File: src/rtl/sddma_pkg.sv
package sddma_pkg;

  localparam int REG_W = 32;

  // register word indices
  localparam logic [2:0] REG_SYSADDR = 3'd0;
  localparam logic [2:0] REG_GEOM    = 3'd1;
  localparam logic [2:0] REG_MODE    = 3'd2;
  localparam logic [2:0] REG_STATUS  = 3'd3;
  localparam logic [2:0] REG_RESET   = 3'd4;

  // mode bit positions
  localparam int MODE_DMA      = 0;
  localparam int MODE_CNTEN    = 1;
  localparam int MODE_AUTOSTOP = 2;
  localparam int MODE_READ     = 4;

  // status and reset bit positions
  localparam int ST_DONE  = 1;
  localparam int ST_PAUSE = 3;
  localparam int RST_DATA = 2;

  localparam int GEOM_CNT_LSB = 16;

  typedef struct packed {
    logic             wrAddr;
    logic             wrGeom;
    logic             wrMode;
    logic             wrStatus;
    logic             wrReset;
    logic [REG_W-1:0] wdata;
  } regWr_t;

  typedef struct packed {
    logic inRun;     // moving words
    logic busy;      // running or paused
    logic clearIdx;  // restart word index
  } dpCtrl_t;

  typedef struct packed {
    logic wordXfer;
    logic lastWord;
    logic lastBlock;
    logic boundaryHit;
    logic cntNonZero;
    logic autoStop;
  } dpStat_t;

  typedef enum logic [1:0] {
    S_IDLE  = 2'd0,
    S_RUN   = 2'd1,
    S_PAUSE = 2'd2
  } xferState_t;

endpackage

File: src/rtl/sddma_datapath.sv
module sddma_datapath
  import sddma_pkg::*;
#(
  parameter int ADDR_W        = 32,
  parameter int DATA_W        = 32,
  parameter int LEN_W         = 12,
  parameter int BND_W         = 3,
  parameter int CNT_W         = 16,
  parameter int BND_BASE_LOG2 = 12
) (
  input  logic              clk,
  input  logic              rstN,
  input  regWr_t            regWr,
  input  dpCtrl_t           dpCtrl,
  output logic              memReq,
  output logic              memWe,
  output logic [ADDR_W-1:0] memAddr,
  output logic [DATA_W-1:0] memWData,
  input  logic              memReady,
  input  logic [DATA_W-1:0] memRData,
  input  logic              cardInValid,
  output logic              cardInReady,
  input  logic [DATA_W-1:0] cardInData,
  output logic              cardOutValid,
  input  logic              cardOutReady,
  output logic [DATA_W-1:0] cardOutData,
  output logic [ADDR_W-1:0] curAddr,
  output logic [LEN_W-1:0]  blkLen,
  output logic [BND_W-1:0]  bndCode,
  output logic [CNT_W-1:0]  blkCnt,
  output logic [3:0]        modeBits,
  output dpStat_t           dpStat
);

  localparam int WORD_BYTES = DATA_W / 8;
  localparam int BYTE_LOG2  = $clog2(WORD_BYTES);

  logic [LEN_W-1:0]  wordIdx;
  logic [LEN_W-1:0]  wordsPerBlk;
  logic [ADDR_W-1:0] nextAddr;
  logic [ADDR_W-1:0] bndMask;
  logic              modeDma, modeCnt, modeStop, modeRead;
  logic              wordXfer, lastWord, cntLoad;

  assign modeBits = {modeRead, modeStop, modeCnt, modeDma};

  // geometry
  assign wordsPerBlk = blkLen >> BYTE_LOG2;
  assign lastWord    = (wordIdx == (wordsPerBlk - 1'b1));
  assign nextAddr    = curAddr + ADDR_W'(WORD_BYTES);
  assign bndMask     = ({{(ADDR_W-1){1'b0}}, 1'b1} << (BND_BASE_LOG2 + int'(bndCode))) - 1'b1;

  // handshake, one word per cycle, no buffering
  assign memReq       = dpCtrl.inRun && (modeRead ? cardInValid : cardOutReady);
  assign memWe        = dpCtrl.inRun && modeRead;
  assign memAddr      = curAddr;
  assign memWData     = cardInData;
  assign cardInReady  = dpCtrl.inRun && modeRead && memReady;
  assign cardOutValid = dpCtrl.inRun && !modeRead && memReady;
  assign cardOutData  = memRData;
  assign wordXfer     = memReq && memReady;

  assign cntLoad = regWr.wrGeom && !dpCtrl.busy;

  always_ff @(posedge clk) begin
    if (!rstN) begin
      curAddr <= '0;
    end else if (regWr.wrAddr && !dpCtrl.inRun) begin
      curAddr <= regWr.wdata[ADDR_W-1:0];
    end else if (wordXfer) begin
      curAddr <= nextAddr;
    end
  end

  always_ff @(posedge clk) begin
    if (!rstN) begin
      blkLen  <= '0;
      bndCode <= '0;
    end else if (cntLoad) begin
      blkLen  <= regWr.wdata[LEN_W-1:0];
      bndCode <= regWr.wdata[LEN_W +: BND_W];
    end
  end

  always_ff @(posedge clk) begin
    if (!rstN) begin
      blkCnt <= '0;
    end else if (cntLoad) begin
      blkCnt <= regWr.wdata[GEOM_CNT_LSB +: CNT_W];
    end else if (wordXfer && lastWord) begin
      blkCnt <= blkCnt - 1'b1;
    end
  end

  always_ff @(posedge clk) begin
    if (!rstN) begin
      modeDma  <= 1'b0;
      modeCnt  <= 1'b0;
      modeStop <= 1'b0;
      modeRead <= 1'b0;
    end else if (regWr.wrMode && !dpCtrl.busy) begin
      modeDma  <= regWr.wdata[MODE_DMA];
      modeCnt  <= regWr.wdata[MODE_CNTEN];
      modeStop <= regWr.wdata[MODE_AUTOSTOP];
      modeRead <= regWr.wdata[MODE_READ];
    end
  end

  always_ff @(posedge clk) begin
    if (!rstN) begin
      wordIdx <= '0;
    end else if (dpCtrl.clearIdx) begin
      wordIdx <= '0;
    end else if (wordXfer) begin
      wordIdx <= lastWord ? '0 : wordIdx + 1'b1;
    end
  end

  always_comb begin
    dpStat.wordXfer    = wordXfer;
    dpStat.lastWord    = lastWord;
    dpStat.lastBlock   = (blkCnt == CNT_W'(1));
    dpStat.boundaryHit = ((nextAddr & bndMask) == '0);
    dpStat.cntNonZero  = (blkCnt != '0);
    dpStat.autoStop    = modeStop;
  end

  // each moved word advances the address by one word
  p_addr_step_r1: assert property (@(posedge clk) disable iff (!rstN)
    wordXfer |=> curAddr == ADDR_W'($past(curAddr) + ADDR_W'(WORD_BYTES)));

  // count drops by one when a block's last word moves
  p_count_dec_r2: assert property (@(posedge clk) disable iff (!rstN)
    (wordXfer && lastWord) |=> blkCnt == CNT_W'($past(blkCnt) - 1'b1));

  // without a moved last word or an idle load the count holds
  p_count_hold_r12: assert property (@(posedge clk) disable iff (!rstN)
    (!(wordXfer && lastWord) && !cntLoad) |=> $stable(blkCnt));

  // memory-to-card never writes memory
  p_no_write_out_r8: assert property (@(posedge clk) disable iff (!rstN)
    cardOutValid |-> !memWe);

endmodule

File: src/rtl/sddma_ctrl.sv
module sddma_ctrl
  import sddma_pkg::*;
(
  input  logic    clk,
  input  logic    rstN,
  input  regWr_t  regWr,
  input  dpStat_t dpStat,
  output dpCtrl_t dpCtrl,
  output logic    dmaFlag,
  output logic    doneFlag,
  output logic    stopReq
);

  xferState_t state, stateNext;
  logic abort, startReq, finalWord, hitPause;

  assign abort     = regWr.wrReset && regWr.wdata[RST_DATA];
  assign startReq  = (state == S_IDLE) && regWr.wrMode &&
                     regWr.wdata[MODE_DMA] && regWr.wdata[MODE_CNTEN] &&
                     dpStat.cntNonZero;
  assign finalWord = (state == S_RUN) && dpStat.wordXfer &&
                     dpStat.lastWord && dpStat.lastBlock;
  assign hitPause  = (state == S_RUN) && dpStat.wordXfer &&
                     dpStat.boundaryHit && !finalWord;

  always_comb begin
    stateNext = state;
    unique case (state)
      S_IDLE:  if (startReq) stateNext = S_RUN;
      S_RUN: begin
        if (finalWord)     stateNext = S_IDLE;
        else if (hitPause) stateNext = S_PAUSE;
      end
      S_PAUSE: if (regWr.wrAddr) stateNext = S_RUN;
      default: stateNext = S_IDLE;
    endcase
    if (abort) stateNext = S_IDLE;
  end

  always_ff @(posedge clk) begin
    if (!rstN) state <= S_IDLE;
    else       state <= stateNext;
  end

  always_ff @(posedge clk) begin
    if (!rstN) begin
      dmaFlag  <= 1'b0;
      doneFlag <= 1'b0;
      stopReq  <= 1'b0;
    end else begin
      if (abort)
        dmaFlag <= 1'b0;
      else if (hitPause)
        dmaFlag <= 1'b1;
      else if (regWr.wrStatus && regWr.wdata[ST_PAUSE])
        dmaFlag <= 1'b0;

      if (finalWord && !abort)
        doneFlag <= 1'b1;
      else if (regWr.wrStatus && regWr.wdata[ST_DONE])
        doneFlag <= 1'b0;

      stopReq <= finalWord && !abort && dpStat.autoStop;
    end
  end

  always_comb begin
    dpCtrl.inRun    = (state == S_RUN);
    dpCtrl.busy     = (state != S_IDLE);
    dpCtrl.clearIdx = startReq || abort;
  end

  // nothing moves outside the running state
  p_no_move_idle_r3: assert property (@(posedge clk) disable iff (!rstN)
    (state != S_RUN) |-> !dpStat.wordXfer);

  // a final word always ends the transfer, boundary or not
  p_final_idle_r5: assert property (@(posedge clk) disable iff (!rstN)
    finalWord |=> (state == S_IDLE) && !$rose(dmaFlag));

  // a stop request only follows completion
  p_stop_after_done_r6: assert property (@(posedge clk) disable iff (!rstN)
    stopReq |-> doneFlag);

  // data reset returns to idle with the pause flag clear
  p_abort_idle_r10: assert property (@(posedge clk) disable iff (!rstN)
    abort |=> (state == S_IDLE) && !dmaFlag);

endmodule

File: src/rtl/sddma_engine.sv
module sddma_engine
  import sddma_pkg::*;
#(
  parameter int ADDR_W        = 32,
  parameter int DATA_W        = 32,
  parameter int LEN_W         = 12,
  parameter int BND_W         = 3,
  parameter int CNT_W         = 16,
  parameter int BND_BASE_LOG2 = 12
) (
  input  logic              clk,
  input  logic              rstN,
  input  logic              regWrEn,
  input  logic [2:0]        regAddr,
  input  logic [REG_W-1:0]  regWrData,
  output logic [REG_W-1:0]  regRdData,
  output logic              memReq,
  output logic              memWe,
  output logic [ADDR_W-1:0] memAddr,
  output logic [DATA_W-1:0] memWData,
  input  logic              memReady,
  input  logic [DATA_W-1:0] memRData,
  input  logic              cardInValid,
  output logic              cardInReady,
  input  logic [DATA_W-1:0] cardInData,
  output logic              cardOutValid,
  input  logic              cardOutReady,
  output logic [DATA_W-1:0] cardOutData,
  output logic              irqDma,
  output logic              irqDone,
  output logic              stopReq
);

  regWr_t            regWr;
  dpCtrl_t           dpCtrl;
  dpStat_t           dpStat;
  logic [ADDR_W-1:0] curAddr;
  logic [LEN_W-1:0]  blkLen;
  logic [BND_W-1:0]  bndCode;
  logic [CNT_W-1:0]  blkCnt;
  logic [3:0]        modeBits;

  always_comb begin
    regWr.wrAddr   = regWrEn && (regAddr == REG_SYSADDR);
    regWr.wrGeom   = regWrEn && (regAddr == REG_GEOM);
    regWr.wrMode   = regWrEn && (regAddr == REG_MODE);
    regWr.wrStatus = regWrEn && (regAddr == REG_STATUS);
    regWr.wrReset  = regWrEn && (regAddr == REG_RESET);
    regWr.wdata    = regWrData;
  end

  sddma_datapath #(
    .ADDR_W(ADDR_W), .DATA_W(DATA_W), .LEN_W(LEN_W), .BND_W(BND_W),
    .CNT_W(CNT_W), .BND_BASE_LOG2(BND_BASE_LOG2)
  ) u_datapath (
    .clk(clk), .rstN(rstN), .regWr(regWr), .dpCtrl(dpCtrl),
    .memReq(memReq), .memWe(memWe), .memAddr(memAddr), .memWData(memWData),
    .memReady(memReady), .memRData(memRData),
    .cardInValid(cardInValid), .cardInReady(cardInReady), .cardInData(cardInData),
    .cardOutValid(cardOutValid), .cardOutReady(cardOutReady), .cardOutData(cardOutData),
    .curAddr(curAddr), .blkLen(blkLen), .bndCode(bndCode), .blkCnt(blkCnt),
    .modeBits(modeBits), .dpStat(dpStat)
  );

  sddma_ctrl u_ctrl (
    .clk(clk), .rstN(rstN), .regWr(regWr), .dpStat(dpStat), .dpCtrl(dpCtrl),
    .dmaFlag(irqDma), .doneFlag(irqDone), .stopReq(stopReq)
  );

  always_comb begin
    regRdData = '0;
    unique case (regAddr)
      REG_SYSADDR: regRdData[ADDR_W-1:0] = curAddr;
      REG_GEOM: begin
        regRdData[LEN_W-1:0]              = blkLen;
        regRdData[LEN_W +: BND_W]         = bndCode;
        regRdData[GEOM_CNT_LSB +: CNT_W]  = blkCnt;
      end
      REG_MODE: begin
        regRdData[MODE_DMA]      = modeBits[0];
        regRdData[MODE_CNTEN]    = modeBits[1];
        regRdData[MODE_AUTOSTOP] = modeBits[2];
        regRdData[MODE_READ]     = modeBits[3];
      end
      REG_STATUS: begin
        regRdData[ST_DONE]  = irqDone;
        regRdData[ST_PAUSE] = irqDma;
      end
      default: regRdData = '0;
    endcase
  end

endmodule

File: config.mk
export PLATFORM = sky130hd
export DESIGN_NAME = sddma_engine
export DESIGN_NICKNAME = d
export VERILOG_FILES = /design/src/rtl/sddma_pkg.sv /design/src/rtl/sddma_datapath.sv /design/src/rtl/sddma_ctrl.sv /design/src/rtl/sddma_engine.sv
export SDC_FILE = /design/constraint.sdc
export NUM_CORES = 1
export LEC_CHECK = 0
export BUFFER_PORTS_ARGS = -buffer_cell sky130_fd_sc_hd__buf_2
export CAP_MARGIN = 10
export CORE_UTILIZATION = 45
export DETAILED_ROUTE_END_ITERATION = 7
export HOLD_SLACK_MARGIN = 0.1
export PLACE_DENSITY = 0.76
export SLEW_MARGIN = 20
export SYNTH_ARGS = -nofsm -noshare
export SYNTH_HDL_FRONTEND = slang
export SYNTH_SLANG_ARGS = --single-unit
File: constraint.sdc
create_clock -name clk -period 7.7 [get_ports clk]
set_input_delay 0.77 -clock clk [delete_from_list [all_inputs] [get_ports clk]]
set_output_delay 0.77 -clock clk [all_outputs]
set_load 0.1 [all_outputs]
==> results of run 1 <==
[cells by family (layout without fill, tap and decap cells)]
family / count (synthesis) / count (layout)
buffers and inverters: 131 / 152
flip-flops: 84 / 84
AND/OR/NAND/NOR: 324 / 324
adder cells (fa/ha/maj): 6 / 6
multiplexers: 16 / 16
XOR/XNOR: 32 / 32
AO/OA/AOI/OAI: 181 / 181
[synth_stat cells (3+ instances only)]
| library cell | instances |
|---|---|
| buf_1 | 3 |
| or3_1 | 5 |
| xnor2_1 | 20 |
| a32oi_1 | 8 |
| nor4_1 | 14 |
| buf_4 | 65 |
| dfxtp_1 | 84 |
| nand4_1 | 20 |
| nand2b_1 | 4 |
| inv_1 | 18 |
| a22oi_1 | 5 |
| a22o_1 | 26 |
| nor2b_1 | 9 |
| nor2_1 | 88 |
| buf_2 | 11 |
| a211oi_1 | 6 |
| a222oi_1 | 6 |
| a311oi_1 | 8 |
| nand3_1 | 32 |
| o31ai_1 | 3 |
| a31oi_1 | 9 |
| a21oi_1 | 51 |
| nand2_1 | 89 |
| o21ai_0 | 30 |
| xor2_1 | 11 |
| o311ai_0 | 3 |
| ha_1 | 6 |
| clkbuf_1 | 33 |
| and2_1 | 9 |
| and3_1 | 12 |
| a21o_1 | 3 |
| nor3b_1 | 4 |
| nand3b_1 | 4 |
| o2111ai_1 | 3 |
| mux2i_1 | 14 |
| nor3_1 | 16 |
[sequential cells by signal, indices dropped and copies added, names as in the netlist]
signal               cells
u_datapath.blkLen       12
u_datapath.wordIdx      12
u_datapath.modeRead      1
u_datapath.modeDma       1
u_datapath.modeCnt       1
u_datapath.bndCode       3
u_ctrl.doneFlag          1
u_datapath.modeStop      1
u_ctrl.stopReq           1
u_datapath.curAddr      32
u_ctrl.dmaFlag           1
u_datapath.blkCnt       16
u_ctrl.state             2
[metal layers]
layer	up-vias	track usage, %
li1	2775	-
met1	2776	33.9
met2	286	41.4
met3	44	6.33
met4	0	10.3
met5	-	0
[worst register-to-register path: stages, from the launching register on]
cell and delay [ns]:
dfxtp_1 0.52, ha_1 0.35, nand3_1 0.26, nor4_1 0.76, nand3b_1 0.19, a31oi_1 0.08, a2111o_1 0.44, a211o_1 0.32
o31ai_1 0.07
[where the power goes]
group / internal, mW / switching (mW)
clock: 0.228 / 0.188
combinational: 0.0388 / 0.104
sequential: 0.443 / 0.0154
[through the flow]
step,utilization [%],setup WS (ns)
6_report,49.6,4.63
5_1_grt,49.6,4.40
4_1_cts,49.6,4.68
3_5_place_dp,47.4,4.34
3_3_place_gp,47.4,4.46
2_1_floorplan,-,4.21
[worst paths after layout]
path	end	slack [ns]	depth (start not counted)
setup / recovery	u_ctrl.state[1]	4.63	8
hold / removal	u_ctrl.stopReq	0.45	2
setup reg to reg	u_ctrl.state[1]	4.63	8
hold reg to reg	u_ctrl.stopReq	0.45	2
[area by class of cell]
| type | instances | share of cell area (%) |
|---|---|---|
| Clock buffer | 11 | 3.86 |
| Timing Repair Buffer | 118 | 9.68 |
| Multi-Input combinational cell | 559 | 54.6 |
| Sequential cell | 84 | 26.8 |
| Clock inverter | 5 | 0.598 |
| Tap cell | 172 | 3.43 |
| Inverter | 18 | 1.08 |
==> results.cfg, run 1 <==
[drt]
dr_total_vias = 5881
wl_met1_um = 7180
routed-wl-met2_um = 7950
wl_per_cell_um = 17.7
dr.pass1.iters = 5
met3WireLength_um = 1490
first_iter_violations = 533
drtAntennaViolNets = 0
route.detailed.drc = 0
wirelength_um = 17100
vias_per_cell = 6.08
top_layer = met4

[grt]
grt_pass1_wl_um = 27200
grt_overflow = 0
grt_pass1_vias = 5293
grt_antenna_before_repair = 0
grt_max_degree = 55
grt.total_usage_pct = 26.0

[placement]
dpl_cell_area_um2 = 6000
gp_congestion = 0.900
dp_hpwl_um = 12200
dp.cells = 951
io_buffers = 111

[timing]
setup_tns_ns = 0
min_period_over_period_pct = 39.9
finalMaxSlewViolations = 0
finalClockSkew_ns = 0.0126
whs_ns = 0.448
worst_slew_pin_slew_ns = 0.823
max_freq_mhz = 326
rsz0062_at_grt = false
period_minus_slack_ns = 3.07
final-setup-viol-count = 0
maxSlewHeadroom_pct = 44.6
hold_viol_final = 0

[finish]
antenna_cells = 0
multiInputGateArea_um2 = 3430
fillers = 1265
design_area_um2 = 6280
syn_to_final_growth_pct = 7.29
layout_common_cells = buf_2, nand2_1, nor2_1
register_area_um2 = 1680
instances_no_fill = 967
drive_gt1_share_pct = 19.4
layout_commonest_cell = buf_2
nets = 901

[worst_setup_path]
critical-path-top-delay-family = simple AND/OR/NAND/NOR gates
crit_path_start_kind = flop
crit_slowest_cell = nor4_1
worstPathRequired_ns = 7.97
path_class = reg -> reg
cp-startpoint = u_datapath.curAddr[2]
cp_max_fo = 9
cpPeakStageDelay_ns = 0.76
r2r-start = u_datapath.curAddr[2]
endpoint_kind = flop
crit_chain = ha_1 -> nand3_1 -> nor4_1 -> nand3b_1 -> a31oi_1 -> a2111o_1 -> a211o_1 -> o31ai_1
arrival_ns = 3.34
critPathBufInv = 0

[die]
die_area_um2 = 13500
rows = 41
start_util_pct = 46.2
dieHeight_um = 116
coreArea_um2 = 12700
die_x_um = 116
ios = 240

[synthesis]
yosys.area.top_type = dfxtp_1
synthCells = 774
ys_async_sr_fraction_pct = 0
synth_edf_count = 0
synth_ff_type = dfxtp_1
yosys.area_share.simple_pct = 27.7
synth_top_family_by_area = simple AND/OR/NAND/NOR gates
yosysTopAreaCellShare_pct = 28.7
synth_cell_type_count = 70
syn-cell-area_um2 = 5850
synth_nets = 885
synth_adder_area_share_pct = 1.28
synth_mux_area_share_pct = 2.97
synth_area_per_cell_um2 = 7.56
ys_warn_count = 0
synth_seq_area_share_pct = 28.7
synth_compound_area_share_pct = 21.5
ys_seq_elements = 84
yosys-top-cells-area = dfxtp_1, buf_4, nand2_1
synth_xor_area_share_pct = 4.92

[run_status]
run_status = finished, final reports clean

[clock_tree]
clk_latency_ns = 0.36
cts_hold_buf = 0
cts.htree.levels = 3
post-cts-setup-buffer-count = 0
tritoncts = done
clk_path_buf_depth = 2
numCtsBuffers = 9
clk_pin_slew_ns = 0.07
cts_root_buf = clkbuf_16
cts_resized = 0
cts.sinks = 84

[hold_path]
hp-class = reg -> reg
hold_start = u_datapath.modeStop

[flow_run]
maxCapViolCount = 0

[power]
p_leak_nw = 2.51
ir_drop_mv = 0.115
power_density_nw_per_um2 = 162
power.total_mw = 1.02
(Power assumes the default switching activity.)
==> run 2, diff against run 1 <==
--- a/config.mk
+++ b/config.mk
@@ -10,7 +10,7 @@
 export CORE_UTILIZATION = 45
 export DETAILED_ROUTE_END_ITERATION = 7
 export HOLD_SLACK_MARGIN = 0.1
-export PLACE_DENSITY = 0.76
+export PLACE_DENSITY = 0.79
 export SLEW_MARGIN = 20
 export SYNTH_ARGS = -nofsm -noshare
 export SYNTH_HDL_FRONTEND = slang
==> constraint.sdc (replaced) <==
create_clock -name clk -period 2.81 [get_ports clk]
set_input_delay 0.281 -clock clk [delete_from_list [all_inputs] [get_ports clk]]
set_output_delay 0.281 -clock clk [all_outputs]
set_load 0.1 [all_outputs]
==> results.cfg, run 2 (synthesis gave the netlist of run 1 again) <==
[worst_setup_path]
path_class = reg -> reg
cpPeakStageDelay_ns = 0.42
r2r-start = u_datapath.blkLen[2]
cp_max_fo = 7
crit_chain = inv_1 -> ha_1 -> nor4b_1 -> buf_4 -> a211oi_1 -> a31oi_1 -> a32oi_2 -> nand4_2 -> mux2i_1 -> a311o_1
cp-startpoint = u_datapath.blkLen[2]
worstPathRequired_ns = 3.06
critPathBufInv = 2
critical-path-top-delay-family = compound AO/OA/AOI/OAI gates
arrival_ns = 2.90
endpoint_kind = flop
crit_path_start_kind = flop
crit_slowest_cell = dfxtp_1

[timing]
final-setup-viol-count = 0
min_period_over_period_pct = 94.2
worst_slew_pin_slew_ns = 0.714
maxSlewHeadroom_pct = 52.2
period_minus_slack_ns = 2.65
hold_viol_final = 0
finalClockSkew_ns = 0.0104
layout_setup_ws_ns = 0.162
whs_ns = 0.171
setup_tns_ns = 0
max_freq_mhz = 378
finalMaxSlewViolations = 0

[drt]
dr.pass1.iters = 5
top_layer = met4
dr_total_vias = 6012
vias_per_cell = 6.13
first_iter_violations = 535
route.detailed.drc = 0
routed-wl-met2_um = 8000
wl_met1_um = 7280
met3WireLength_um = 1560
drtAntennaViolNets = 0
wirelength_um = 17500
wl_per_cell_um = 17.9

[power]
p_leak_nw = 2.61
ir_drop_mv = 0.236
power_density_nw_per_um2 = 458

[finish]
drive_gt1_share_pct = 23.6
nets = 916
utilization_pct = 51.1
largest-register = u_datapath.curAddr
syn_to_final_growth_pct = 10.6
layout_common_cells = buf_2, nand2_1, nor2_1
top_regs = u_datapath.curAddr x32, u_datapath.blkCnt x16
largest_register_ffs = 32
antenna_cells = 0
layout_commonest_cell = buf_2

[grt]
grt_antenna_before_repair = 0
grt_overflow = 0
grt_pass1_wl_um = 27600
grt_max_degree = 38
grt_pass1_vias = 5349
grt.total_usage_pct = 26.5

[run_status]
run_status = finished, final reports clean

[clock_tree]
clk_pin_slew_ns = 0.07
tritoncts = done
clk_latency_ns = 0.36
cts.sinks = 84
clk_path_buf_depth = 2
cts.htree.levels = 3
numCtsBuffers = 9
cts_root_buf = clkbuf_16

[placement]
io_buffers = 111
dp_hpwl_um = 12400
place_ws_ns = 0.101
gp_congestion = 0.937

[die]
die_area_um2 = 13500
rows = 41
die_x_um = 116
start_util_pct = 46.2
coreArea_um2 = 12700
dieHeight_um = 116
ios = 240

[flow_run]
maxCapViolCount = 0

[hold_path]
hold_start = regWrData[13]
hp-class = in -> reg
==> run 2: metal layers <==
| metal | vias up | GRT usage, % |
|---|---|---|
| li1 | 2800 | - |
| met1 | 2827 | 35.6 |
| met2 | 326 | 40.4 |
| met3 | 59 | 4.08 |
| met4 | 0 | 15.0 |
| met5 | - | 0 |
==> run 2: final timing paths <==
check / endpoint / slack (ns) / depth (start not counted)
setup / recovery: u_datapath.blkCnt[9] / 0.16 / 10
hold / removal: u_datapath.bndCode[1] / 0.17 / 3
setup reg to reg: u_datapath.blkCnt[9] / 0.16 / 10
hold reg to reg: u_ctrl.stopReq / 0.45 / 2
==> run 2: tightest hold or removal path, cell delays in order <==
cell and delay, ns:
buf_2 0.11, nand2_1 0.05, a21oi_1 0.05
==> run 2: layout make-up <==
type                            instances  area, µm²
Clock buffer                            9        225
Clock inverter                          6       88.8
Fill cell                            1209       6190
Inverter                               18       67.6
Multi-Input combinational cell        559       3460
Sequential cell                        84       1700
Tap cell                              172        215
Timing Repair Buffer                  133        721
==> run 2: what timing repair did <==
item / in CTS / in global routing
setup buffers: 0 / 0
setup endpoints to repair: 0 / 15
hold buffers: 0 / 0
resized for setup: 0 / 6
==> run 2: per-stage QoR <==
stage | std cells | cell area [µm²] | power [mW]
after floorplan | 774 | 5880 | 1.99
after global placement | 966 | 6130 | 1.67
after detailed placement | 966 | 6130 | 1.68
after CTS | 981 | 6450 | 2.96
after global routing | 981 | 6480 | 3.03
final | 981 | 6480 | 2.96
==> run 2: power by group <==
part	total [mW]	leakage, nW	internal (mW)	switching [mW]
registers	1.26	0.687	1.21	0.0421
logic	0.404	1.78	0.114	0.291
clock network	1.30	0.148	0.775	0.527
total	2.96	2.61	2.10	0.860
